[src/rtl/clkcfg_pkg.sv]
package clkcfg_pkg;

  localparam int DEV_W = 2;
  localparam int CFG_W = 3;
  localparam int ST_W  = 3;

  typedef enum logic [1:0] {
    MOD_NONE = 2'd0,
    MOD_COAX = 2'd1,
    MOD_PLL  = 2'd2,
    MOD_RSVD = 2'd3
  } mod_e;

  // device order is the load order
  localparam logic [DEV_W-1:0] DEV_RFREF = 2'd0;
  localparam logic [DEV_W-1:0] DEV_SAMP  = 2'd1;
  localparam logic [DEV_W-1:0] DEV_PLLC  = 2'd2;

  localparam logic [CFG_W-1:0] CFG_BARE      = 3'd0;
  localparam logic [CFG_W-1:0] CFG_COAX_BASE = 3'd0;
  localparam logic [CFG_W-1:0] CFG_PLL_BASE  = 3'd3;

  typedef enum logic [ST_W-1:0] {
    ST_DECIDE  = 3'd0,
    ST_REFWAIT = 3'd1,
    ST_SIGRD   = 3'd2,
    ST_SIGWT   = 3'd3,
    ST_REQ     = 3'd4,
    ST_WAIT    = 3'd5,
    ST_LOCK    = 3'd6,
    ST_HALT    = 3'd7
  } seq_st_e;

endpackage

[src/rtl/clkcfg_plan.sv]
module clkcfg_plan
  import clkcfg_pkg::*;
(
  input  logic [1:0]       mod_type,
  input  logic [1:0]       sw_code,
  output logic [CFG_W-1:0] cfg_id,
  output logic [DEV_W-1:0] last_dev,
  output logic             wait_ref,
  output logic             wait_lock
);

  always_comb begin
    cfg_id    = CFG_BARE;
    last_dev  = DEV_PLLC;
    wait_ref  = 1'b0;
    wait_lock = 1'b0;
    if (sw_code != 2'b00) begin
      case (mod_e'(mod_type))
        MOD_COAX: begin
          cfg_id   = CFG_COAX_BASE + CFG_W'(sw_code);
          last_dev = DEV_SAMP;
        end
        MOD_PLL: begin
          cfg_id    = CFG_PLL_BASE + CFG_W'(sw_code);
          wait_ref  = 1'b1;
          wait_lock = 1'b1;
        end
        default: ;
      endcase
    end
  end

endmodule

[src/rtl/clkcfg_sig_reader.sv]
module clkcfg_sig_reader #(
  parameter int               EE_AW = 14,
  parameter int               EE_DW = 8,
  parameter int unsigned      ADDR0 = 15000,
  parameter int unsigned      ADDR1 = 15001,
  parameter logic [EE_DW-1:0] BYTE0 = 8'hA5,
  parameter logic [EE_DW-1:0] BYTE1 = 8'hCD
) (
  input  logic             clk,
  input  logic             rst,
  input  logic             start,
  output logic             ee_rd,
  output logic [EE_AW-1:0] ee_addr,
  input  logic             ee_dvalid,
  input  logic [EE_DW-1:0] ee_data,
  output logic             done,
  output logic             ok
);

  typedef enum logic [2:0] {RS_IDLE, RS_RD0, RS_W0, RS_RD1, RS_W1} rd_st_e;
  rd_st_e st_q;
  logic   first_ok_q;

  always_ff @(posedge clk) begin
    if (rst) begin
      st_q       <= RS_IDLE;
      done       <= 1'b0;
      ok         <= 1'b0;
      first_ok_q <= 1'b0;
    end else begin
      done <= 1'b0;
      case (st_q)
        RS_IDLE: if (start) st_q <= RS_RD0;
        RS_RD0:  st_q <= RS_W0;
        RS_W0: if (ee_dvalid) begin
          first_ok_q <= (ee_data == BYTE0);
          st_q       <= RS_RD1;
        end
        RS_RD1:  st_q <= RS_W1;
        RS_W1: if (ee_dvalid) begin
          ok   <= first_ok_q && (ee_data == BYTE1);
          done <= 1'b1;
          st_q <= RS_IDLE;
        end
        default: st_q <= RS_IDLE;
      endcase
    end
  end

  assign ee_rd   = (st_q == RS_RD0) || (st_q == RS_RD1);
  assign ee_addr = (st_q == RS_RD1) ? EE_AW'(ADDR1) : EE_AW'(ADDR0);

  // each byte read is a single-cycle strobe
  a_r8_rd_single: assert property (@(posedge clk) disable iff (rst)
    ee_rd |=> !ee_rd);
  // completion is a single pulse
  a_r8_done_pulse: assert property (@(posedge clk) disable iff (rst)
    done |=> !done);

endmodule

[src/rtl/clkcfg_boot_seq.sv]
module clkcfg_boot_seq
  import clkcfg_pkg::*;
#(
  parameter int               EE_AW     = 14,
  parameter int               EE_DW     = 8,
  parameter int unsigned      SIG_ADDR0 = 15000,
  parameter int unsigned      SIG_ADDR1 = 15001,
  parameter logic [EE_DW-1:0] SIG_BYTE0 = 8'hA5,
  parameter logic [EE_DW-1:0] SIG_BYTE1 = 8'hCD
) (
  input  logic             clk,
  input  logic             rst,
  input  logic [1:0]       mod_type,
  input  logic [1:0]       sw_code,
  input  logic             refclk_active,
  input  logic             pll_locked,
  output logic             ld_valid,
  input  logic             ld_ready,
  output logic [DEV_W-1:0] ld_dev,
  output logic [CFG_W-1:0] ld_cfg,
  output logic             ld_src,
  input  logic             ld_done,
  output logic             ee_rd,
  output logic [EE_AW-1:0] ee_addr,
  input  logic             ee_dvalid,
  input  logic [EE_DW-1:0] ee_data,
  output logic             clkmgr_rst,
  output logic             boot_done,
  output logic [ST_W-1:0]  state_code
);

  seq_st_e          st_q;
  logic [DEV_W-1:0] dev_q;
  logic [CFG_W-1:0] cfg_q;
  logic [DEV_W-1:0] last_q;
  logic             ref_q, lock_q, src_q;

  logic [CFG_W-1:0] plan_cfg;
  logic [DEV_W-1:0] plan_last;
  logic             plan_ref, plan_lock;
  logic             sig_start, sig_done, sig_ok;

  clkcfg_plan u_plan (
    .mod_type  (mod_type),
    .sw_code   (sw_code),
    .cfg_id    (plan_cfg),
    .last_dev  (plan_last),
    .wait_ref  (plan_ref),
    .wait_lock (plan_lock)
  );

  clkcfg_sig_reader #(
    .EE_AW (EE_AW),
    .EE_DW (EE_DW),
    .ADDR0 (SIG_ADDR0),
    .ADDR1 (SIG_ADDR1),
    .BYTE0 (SIG_BYTE0),
    .BYTE1 (SIG_BYTE1)
  ) u_sig (
    .clk       (clk),
    .rst       (rst),
    .start     (sig_start),
    .ee_rd     (ee_rd),
    .ee_addr   (ee_addr),
    .ee_dvalid (ee_dvalid),
    .ee_data   (ee_data),
    .done      (sig_done),
    .ok        (sig_ok)
  );

  always_ff @(posedge clk) begin
    if (rst) begin
      st_q   <= ST_DECIDE;
      dev_q  <= DEV_RFREF;
      cfg_q  <= CFG_BARE;
      last_q <= DEV_PLLC;
      ref_q  <= 1'b0;
      lock_q <= 1'b0;
      src_q  <= 1'b0;
    end else begin
      case (st_q)
        ST_DECIDE: begin
          cfg_q  <= plan_cfg;
          last_q <= plan_last;
          ref_q  <= plan_ref;
          lock_q <= plan_lock;
          dev_q  <= DEV_RFREF;
          st_q   <= plan_ref ? ST_REFWAIT : ST_SIGRD;
        end
        ST_REFWAIT: if (refclk_active) st_q <= ST_SIGRD;
        ST_SIGRD:   st_q <= ST_SIGWT;
        ST_SIGWT: if (sig_done) begin
          src_q <= sig_ok;
          st_q  <= ST_REQ;
        end
        ST_REQ: if (ld_ready) st_q <= ST_WAIT;
        ST_WAIT: if (ld_done) begin
          if (dev_q == last_q) begin
            st_q <= lock_q ? ST_LOCK : ST_HALT;
          end else begin
            dev_q <= dev_q + 1'b1;
            st_q  <= ST_SIGRD;
          end
        end
        ST_LOCK: if (pll_locked) st_q <= ST_HALT;
        default: st_q <= ST_HALT;
      endcase
    end
  end

  assign sig_start  = (st_q == ST_SIGRD);
  assign ld_valid   = (st_q == ST_REQ);
  assign ld_dev     = dev_q;
  assign ld_cfg     = cfg_q;
  assign ld_src     = src_q;
  assign boot_done  = (st_q == ST_HALT);
  assign clkmgr_rst = (st_q != ST_HALT);
  assign state_code = st_q;

  // a stalled request keeps its content
  a_r9_hold_request: assert property (@(posedge clk) disable iff (rst)
    ld_valid && !ld_ready |=> ld_valid && $stable(ld_dev) && $stable(ld_cfg) && $stable(ld_src));
  // no read restarts while a load is outstanding
  a_r9_quiet_until_done: assert property (@(posedge clk) disable iff (rst)
    (st_q == ST_WAIT) && !ld_done |=> !ee_rd && !ld_valid);
  // a device beyond the chosen plan is never requested
  a_r4_dev_in_plan: assert property (@(posedge clk) disable iff (rst)
    ld_valid |-> ld_dev <= last_q);
  // the reference-clock wait holds until the flag rises
  a_r6_refwait_hold: assert property (@(posedge clk) disable iff (rst)
    (st_q == ST_REFWAIT) && !refclk_active |=> (st_q == ST_REFWAIT) && !ee_rd);
  // PLL plans finish only after lock is reported
  a_r7_lock_before_done: assert property (@(posedge clk) disable iff (rst)
    $rose(boot_done) && lock_q |-> $past(pll_locked));
  // the halt state is permanent
  a_r10_halt_sticky: assert property (@(posedge clk) disable iff (rst)
    boot_done |=> boot_done && !clkmgr_rst && !ld_valid && !ee_rd);

endmodule

[config.mk]
export PLATFORM = sky130hd
export DESIGN_NAME = clkcfg_boot_seq
export DESIGN_NICKNAME = d
export VERILOG_FILES = /design/src/rtl/clkcfg_pkg.sv /design/src/rtl/clkcfg_plan.sv /design/src/rtl/clkcfg_sig_reader.sv /design/src/rtl/clkcfg_boot_seq.sv
export SDC_FILE = /design/constraint.sdc
export NUM_CORES = 1
export LEC_CHECK = 0
export BUFFER_PORTS_ARGS = -buffer_cell sky130_fd_sc_hd__buf_2
export CORE_MARGIN = 4
export CORE_UTILIZATION = 45
export DETAILED_ROUTE_END_ITERATION = 10
export PLACE_DENSITY_LB_ADDON = 0.3
export SYNTH_ARGS = -nofsm -noshare
export SYNTH_HDL_FRONTEND = slang
export SYNTH_SLANG_ARGS = --single-unit
[constraint.sdc]
create_clock -name clk -period 2.95 [get_ports clk]
set_input_delay 0.59 -clock clk [delete_from_list [all_inputs] [get_ports clk]]
set_output_delay 0.59 -clock clk [all_outputs]
set_load 0.05 [all_outputs]
==> out/qor.txt, run 1 <==
status - complete, no violations
wirelength, routed - 2330 µm
Sink Count - 18
first-pass GRT wire length - 3739 µm
Area growth, synth to finish - 11.89%
# diodes - 0
worst-case clock buffer depth - 2
CP arrival - 1.56 ns
GR Util met3 - 0.04454
core area - 2297 µm²
overall global routing resource usage - 0.1376
drt wl/cell - 11.95 µm
Detailed Route Iter0 Violations - 37
WHS Path Cells - 2
Required @ worst endpoint - 2.36 ns
Max IR drop VDD - 326.7 µV
P per Cell Area - 469.8 nW/µm²
Worst Setup End Kind - output pin
Post-Route Utilization - 0.5534
Die Ht - 58.25 µm
initial antenna violation count - 0
vias per inst - 5.292
Post-CTS Setup Bufs - 0
share of layout cells above drive strength 1 - 0.2575
Switching Share - 0.3584
post-CTS resize count - 0
Netlist Area Pre-Place - 1136 µm²
Final #Nets - 191
vias in the first global route - 918
post-layout min period - 2.155 ns
Post-CTS Hold Buffers - 0
Final ANT Viol Nets - 0
H-tree Lvls - 1
Root Buffer - clkbuf_4
Avg Inst Size Synth - 8.173 µm²
register share of total power - 0.469
Seq/Total Area, Yosys - 0.3172
CTS buffer count - 3
met2 GRT Util - 0.2516
final clock skew - 0.006653 ns
Tightest Hold Check Type - reg -> reg
Worst setup SP type - register
Setup TNS - 0 ns
Fillers - 224
sw power - 214.0 µW
CTS tree - done
sequential standard cell area - 360.3 µm²
FF+latch count, synth - 18
period utilisation layout - 0.7305
synth warn - 0
busiest grt layer - met2
largest net degree at the start of global routing - 21
MaxCap Viol Count - 0
Cells after Synth - 139
library cells used by synthesis - 41
worst r2r path cells - 3
RD Place Congestion - 0.7561
Clock Pin Slew Worst Setup and Hold Paths - 0.10 ns
Leak Pwr - 0.0005901 µW
via count - 1032
top_reg_cell synth - dfxtp_1
die area - 3392 µm²
Max Clk Rate - 464.0 MHz
P_int - 383.2 µW
Critical Setup Path Class - reg -> out
FFs w/ async S/R, synth - 0
Slew Limit Fails - 0
Fin. Hold Viols - 0
Initial Util - 0.4946
Detail Placement HPWL - 1834 µm
Buffers on Ports - 32
RSZ-0062 raised after global routing - false
Die Width - 58.25 µm
grt ovf - 0
Clock Power Share - 0.253
GR Util met1 - 0.1539
footprint of the multi-input gates - 641.9 µm²
Crit Path Max Fanout - 13
Setup Viol. Count Final - 0
EDFF count, synth - 0
IO Pins - 46
Clock Latency Late Sink - 0.29 ns
combinational share of power - 0.278
1st-pass router iterations - 4
# DRC - 0
most common library cell in the layout ignoring fill and taps - buf_2
row count - 17
most frequent cells in the layout - 32 x buf_2, 18 x dfxtp_1, 16 x a21oi_1, 13 x conb_1, 10 x nor2_1
routing by layer:
metal	part of all wire	wire length, µm
met1	0.44	1025
met2	0.47	1085
met3	0.085	197
met4	0.0094	22
met5	0	0
sequential cells by signal (all words and copies together) (netlist names), 2 cells and up:
signal	flops
last_q	2
state_code	3
u_sig.st_q	3
ld_dev	2
ld_cfg	3
through the flow:
| step | hold WS (ns) | setup slack [ns] | area (µm²) | power (µW) | std cells |
|---|---|---|---|---|---|
| global route | 0.4806 | 0.7442 | 1271 | 625.3 | 195 |
| detailed placement | 0.4521 | 1.164 | 1235 | 450.4 | 191 |
| finish | 0.4582 | 0.7950 | 1271 | 597.2 | 195 |
| CTS | 0.4670 | 0.8191 | 1271 | 600.7 | 195 |
| global placement | 0.4442 | 1.175 | 1235 | 446.1 | 191 |
| floorplan | 0.4322 | 0.3425 | 1177 | 433.7 | 150 |
area by class of cell:
cell class                      count  area share
Sequential cell                    18      0.2835
Multi-Input combinational cell    103      0.5049
Inverter                           10     0.02953
Timing Repair Buffer               32      0.1260
Tap cell                           28     0.02756
Clock buffer                        4     0.02854
worst max-delay path: stages (launching register included):
cell and delay (ns):
dfxtp_1 0.58, inv_1 0.19, nor3_1 0.21, buf_2 0.29
power by group through the flow:
stage	logic, µW	registers (µW)	clock network [µW]
2_1_floorplan	141	293	0
3_3_place_gp	162	285	0
3_5_place_dp	165	285	0
4_1_cts	166	280	155
5_1_grt	178	283	164
6_report	166	280	151
cells in the mapped netlist (3+ instances only):
library cell | count | share of area
mux2i_1 | 3 | 0.026
nor3_1 | 5 | 0.022
a21oi_1 | 16 | 0.070
inv_1 | 9 | 0.030
dfxtp_1 | 18 | 0.32
o21ai_0 | 4 | 0.018
buf_4 | 13 | 0.086
nand2_1 | 9 | 0.030
xnor2_1 | 3 | 0.023
nor2b_1 | 3 | 0.017
nor2_1 | 10 | 0.033
nand3_1 | 4 | 0.018
ha_1 | 4 | 0.044
worst paths after layout:
check | from | to | slack, ns
max | state_code[2]$_SDFFE_PP0P_ | ld_valid | 0.80
min | u_sig.ok$_SDFFE_PP0P_ | ld_src$_SDFFE_PP0P_ | 0.46
max reg2reg | state_code[1]$_SDFFE_PP0P_ | ld_cfg[1]$_SDFFE_PP0P_ | 1.18
min reg2reg | u_sig.ok$_SDFFE_PP0P_ | ld_src$_SDFFE_PP0P_ | 0.46
cells by family (layout without fill, tap and decap cells):
kind of cell,Yosys count,in the layout,synth area share
simple gates,51,51,0.2610
compound gates,29,29,0.1674
buf+inv,29,46,0.1542
flops,18,18,0.3172
fa+ha+maj,4,4,0.04405
xor+xnor,3,3,0.02313
mux,3,3,0.02643
other cells,2,13,0.006610
No activity file was read; power rests on OpenSTA's default activity.
==> run 2, diff against run 1 <==
--- a/config.mk
+++ b/config.mk
@@ -7,7 +7,7 @@
 export LEC_CHECK = 0
 export BUFFER_PORTS_ARGS = -buffer_cell sky130_fd_sc_hd__buf_2
 export CORE_MARGIN = 4
-export CORE_UTILIZATION = 45
+export CORE_UTILIZATION = 43
 export DETAILED_ROUTE_END_ITERATION = 10
 export PLACE_DENSITY_LB_ADDON = 0.3
 export SYNTH_ARGS = -nofsm -noshare
==> constraint.sdc (replaced) <==
create_clock -name clk -period 1.9 [get_ports clk]
set_input_delay 0.38 -clock clk [delete_from_list [all_inputs] [get_ports clk]]
set_output_delay 0.38 -clock clk [all_outputs]
set_load 0.05 [all_outputs]
==> out/qor.txt, run 2 (synthesis results as in run 1) <==
Placed Cells - 195 (+2.1%)
wirelength, routed - 2371 µm (+1.8%)
Max Clk Rate - 565.6 MHz
post-CTS resize count - 0 (unchanged)
Buf/Inv on CP - 3 (+1)
die area - 3528 µm² (+4.0%)
vias per inst - 5.302 (+0.17%)
Initial Util - 0.4545 (-0.04010)
vias in the first global route - 998 (+8.7%)
delay-heaviest family, CP - buffers and inverters
worst-case clock buffer depth - 2 (unchanged)
CTS tree - done
overall global routing resource usage - 0.1395 (+0.001973)
Detailed Route Iter0 Violations - 33 (-11%)
CP arrival - 1.39 ns (-0.17 ns)
RSZ-0062 raised after global routing - false
1st-pass router iterations - 4 (unchanged)
Fillers - 246 (+9.8%)
WHS Path Cells - 3 (+1)
grt ovf - 0 (unchanged)
largest net degree at the start of global routing - 21 (unchanged)
H-tree Lvls - 1 (unchanged)
post-layout min period - 1.768 ns
RD Place Congestion - 0.8318 (+10%)
Post-CTS Setup Bufs - 0 (unchanged)
Required @ worst endpoint - 1.52 ns (-0.84 ns)
P_int - 601.1 µW (+57%)
share of layout cells above drive strength 1 - 0.3018 (+0.04429)
Worst setup SP type - register
register share of total power - 0.452 (-0.017)
Fin. Hold Viols - 0 (unchanged)
Final #Nets - 193 (+1.0%)
Post-CTS Hold Buffers - 0 (unchanged)
Switching Share - 0.3609 (+0.002480)
Clock Power Share - 0.255 (+0.002)
most common library cell in the layout ignoring fill and taps - buf_2
# diodes - 0 (unchanged)
status - complete, no violations
core area - 2500 µm² (+8.8%)
Die Width - 59.40 µm (+2.0%)
CTS buffer count - 3 (unchanged)
Critical Path Start - state_code[2]$_SDFFE_PP0P_
Setup Viol. Count Final - 0 (unchanged)
combinational share of power - 0.293 (+0.015)
MaxCap Viol Count - 0 (unchanged)
Final Instance Count excl. Fillers - 199 (+2.1%)
# DRC - 0 (unchanged)
Power, Total - 940.5 µW (+57%)
Setup TNS - 0 ns (unchanged)
Leak Pwr - 0.0005913 µW (+0.21%)
final clock skew - 0.005888 ns (-0.0007656 ns)
Critical Setup Path Class - reg -> out
CP max stage delay - 0.34 ns (-0.24 ns)
Clock Pin Slew Worst Setup and Hold Paths - 0.11 ns (about the same)
Post-Route Utilization - 0.5230 (-0.03035)
IO Pins - 46 (unchanged)
reg2reg setup slack - 0.24 ns (-0.94 ns)
Stages on worst setup path - 4 (+1)
Tightest Hold Check Type - in -> reg
row count - 18 (+1)
Clock Latency Late Sink - 0.29 ns (about the same)
Worst Setup End Kind - output pin
Crit Path Max Fanout - 12 (-1)
drt wl/cell - 11.91 µm (-0.29%)
Sink Count - 18 (unchanged)
Cell Chain, Critical Path - buf_4 > inv_1 > nor3_2 > buf_2
Max IR drop VDD - 410.8 µV (+26%)
period utilisation layout - 0.9305
Die Ht - 59.40 µm (+2.0%)
most frequent cells in the layout - 32 x buf_2, 16 x a21oi_1, 16 x dfxtp_1, 13 x conb_1, 10 x nor2_1
worst r2r path cells - 3 (unchanged)
Slew Limit Fails - 0 (unchanged)
via count - 1055 (+2.2%)
hold_sp - ee_data[5]
Area growth, synth to finish - 15.09%
P per Cell Area - 719.3 nW/µm² (+53%)
Buffers on Ports - 32 (unchanged)
first-pass GRT wire length - 3898 µm (+4.3%)
Final ANT Viol Nets - 0 (unchanged)
Detail Placement HPWL - 1831 µm (-0.17%)
Root Buffer - clkbuf_4
initial antenna violation count - 0 (unchanged)
Critical-path top delay cell - dfxtp_1
reg2reg start - state_code[1]$_SDFFE_PP0P_
sw power - 339.4 µW (+59%)
## run 2: changes by cell type in the layout (fill, tap and decap cells not counted)
cell,previous run,this run
nand3_1,4,3
clkinvlp_4,0,1
nor3_1,5,4
buf_4,0,2
dfxtp_1,18,16
nor2b_2,0,1
inv_1,9,8
dfxtp_2,0,2
nor3_2,0,1
nor2b_1,3,2
nand3_2,0,1
## run 2: worst paths after layout
check                                   to
max                               ld_valid
min          u_sig.first_ok_q$_SDFFE_PP0P_
max reg2reg         ld_cfg[1]$_SDFFE_PP0P_
min reg2reg            ld_src$_SDFFE_PP0P_
## run 2: through the flow
stage          instance area [µm²]  worst slack [ns]  hold WS (ns)
3_5_place_dp                  1271            0.2626        0.4535
6_report                      1308            0.1320        0.3472
4_1_cts                       1308            0.1249        0.3455
5_1_grt                       1308          0.001815        0.3493
3_3_place_gp                  1271            0.3127        0.4483
2_1_floorplan                 1196          -0.08645        0.4322
## run 2: tightest hold or removal path, delay by kind of cell
family	cells	cell delay, ns
AO/OA/AOI/OAI	1	0.06
buffers and inverters	1	0.10
AND/OR/NAND/NOR	1	0.06
## run 2: final cells by class
| type | instances | area (µm²) | share of cell area |
|---|---|---|---|
| multi-input cells | 103 | 654.4 | 0.5005 |
| clock buffers | 4 | 36.28 | 0.02775 |
| inverters | 10 | 41.29 | 0.03158 |
| well taps | 30 | 37.54 | 0.02871 |
| flip-flops and latches | 18 | 362.8 | 0.2775 |
| repair buffers | 34 | 175.2 | 0.1340 |
## run 2: routing by layer
layer | GRT usage | up-vias | part of all wire | routed length, µm
met1 | 0.1572 | 498 | 0.42 | 998
li1 | - | 515 | - | -
met3 | 0.04575 | 0 | 0.088 | 209
met4 | 0.03236 | 0 | 0 | 0
met5 | 0 | - | 0 | 0
met2 | 0.2512 | 42 | 0.49 | 1163
## run 2: power groups by stage
stage | Clock (µW) | Combinational [µW] | Sequential (µW)
detailed placement | 0 | 275 | 433
finish | 240 | 276 | 425
CTS | 245 | 276 | 425
floorplan | 0 | 221 | 456
global placement | 0 | 270 | 433
global route | 257 | 298 | 429
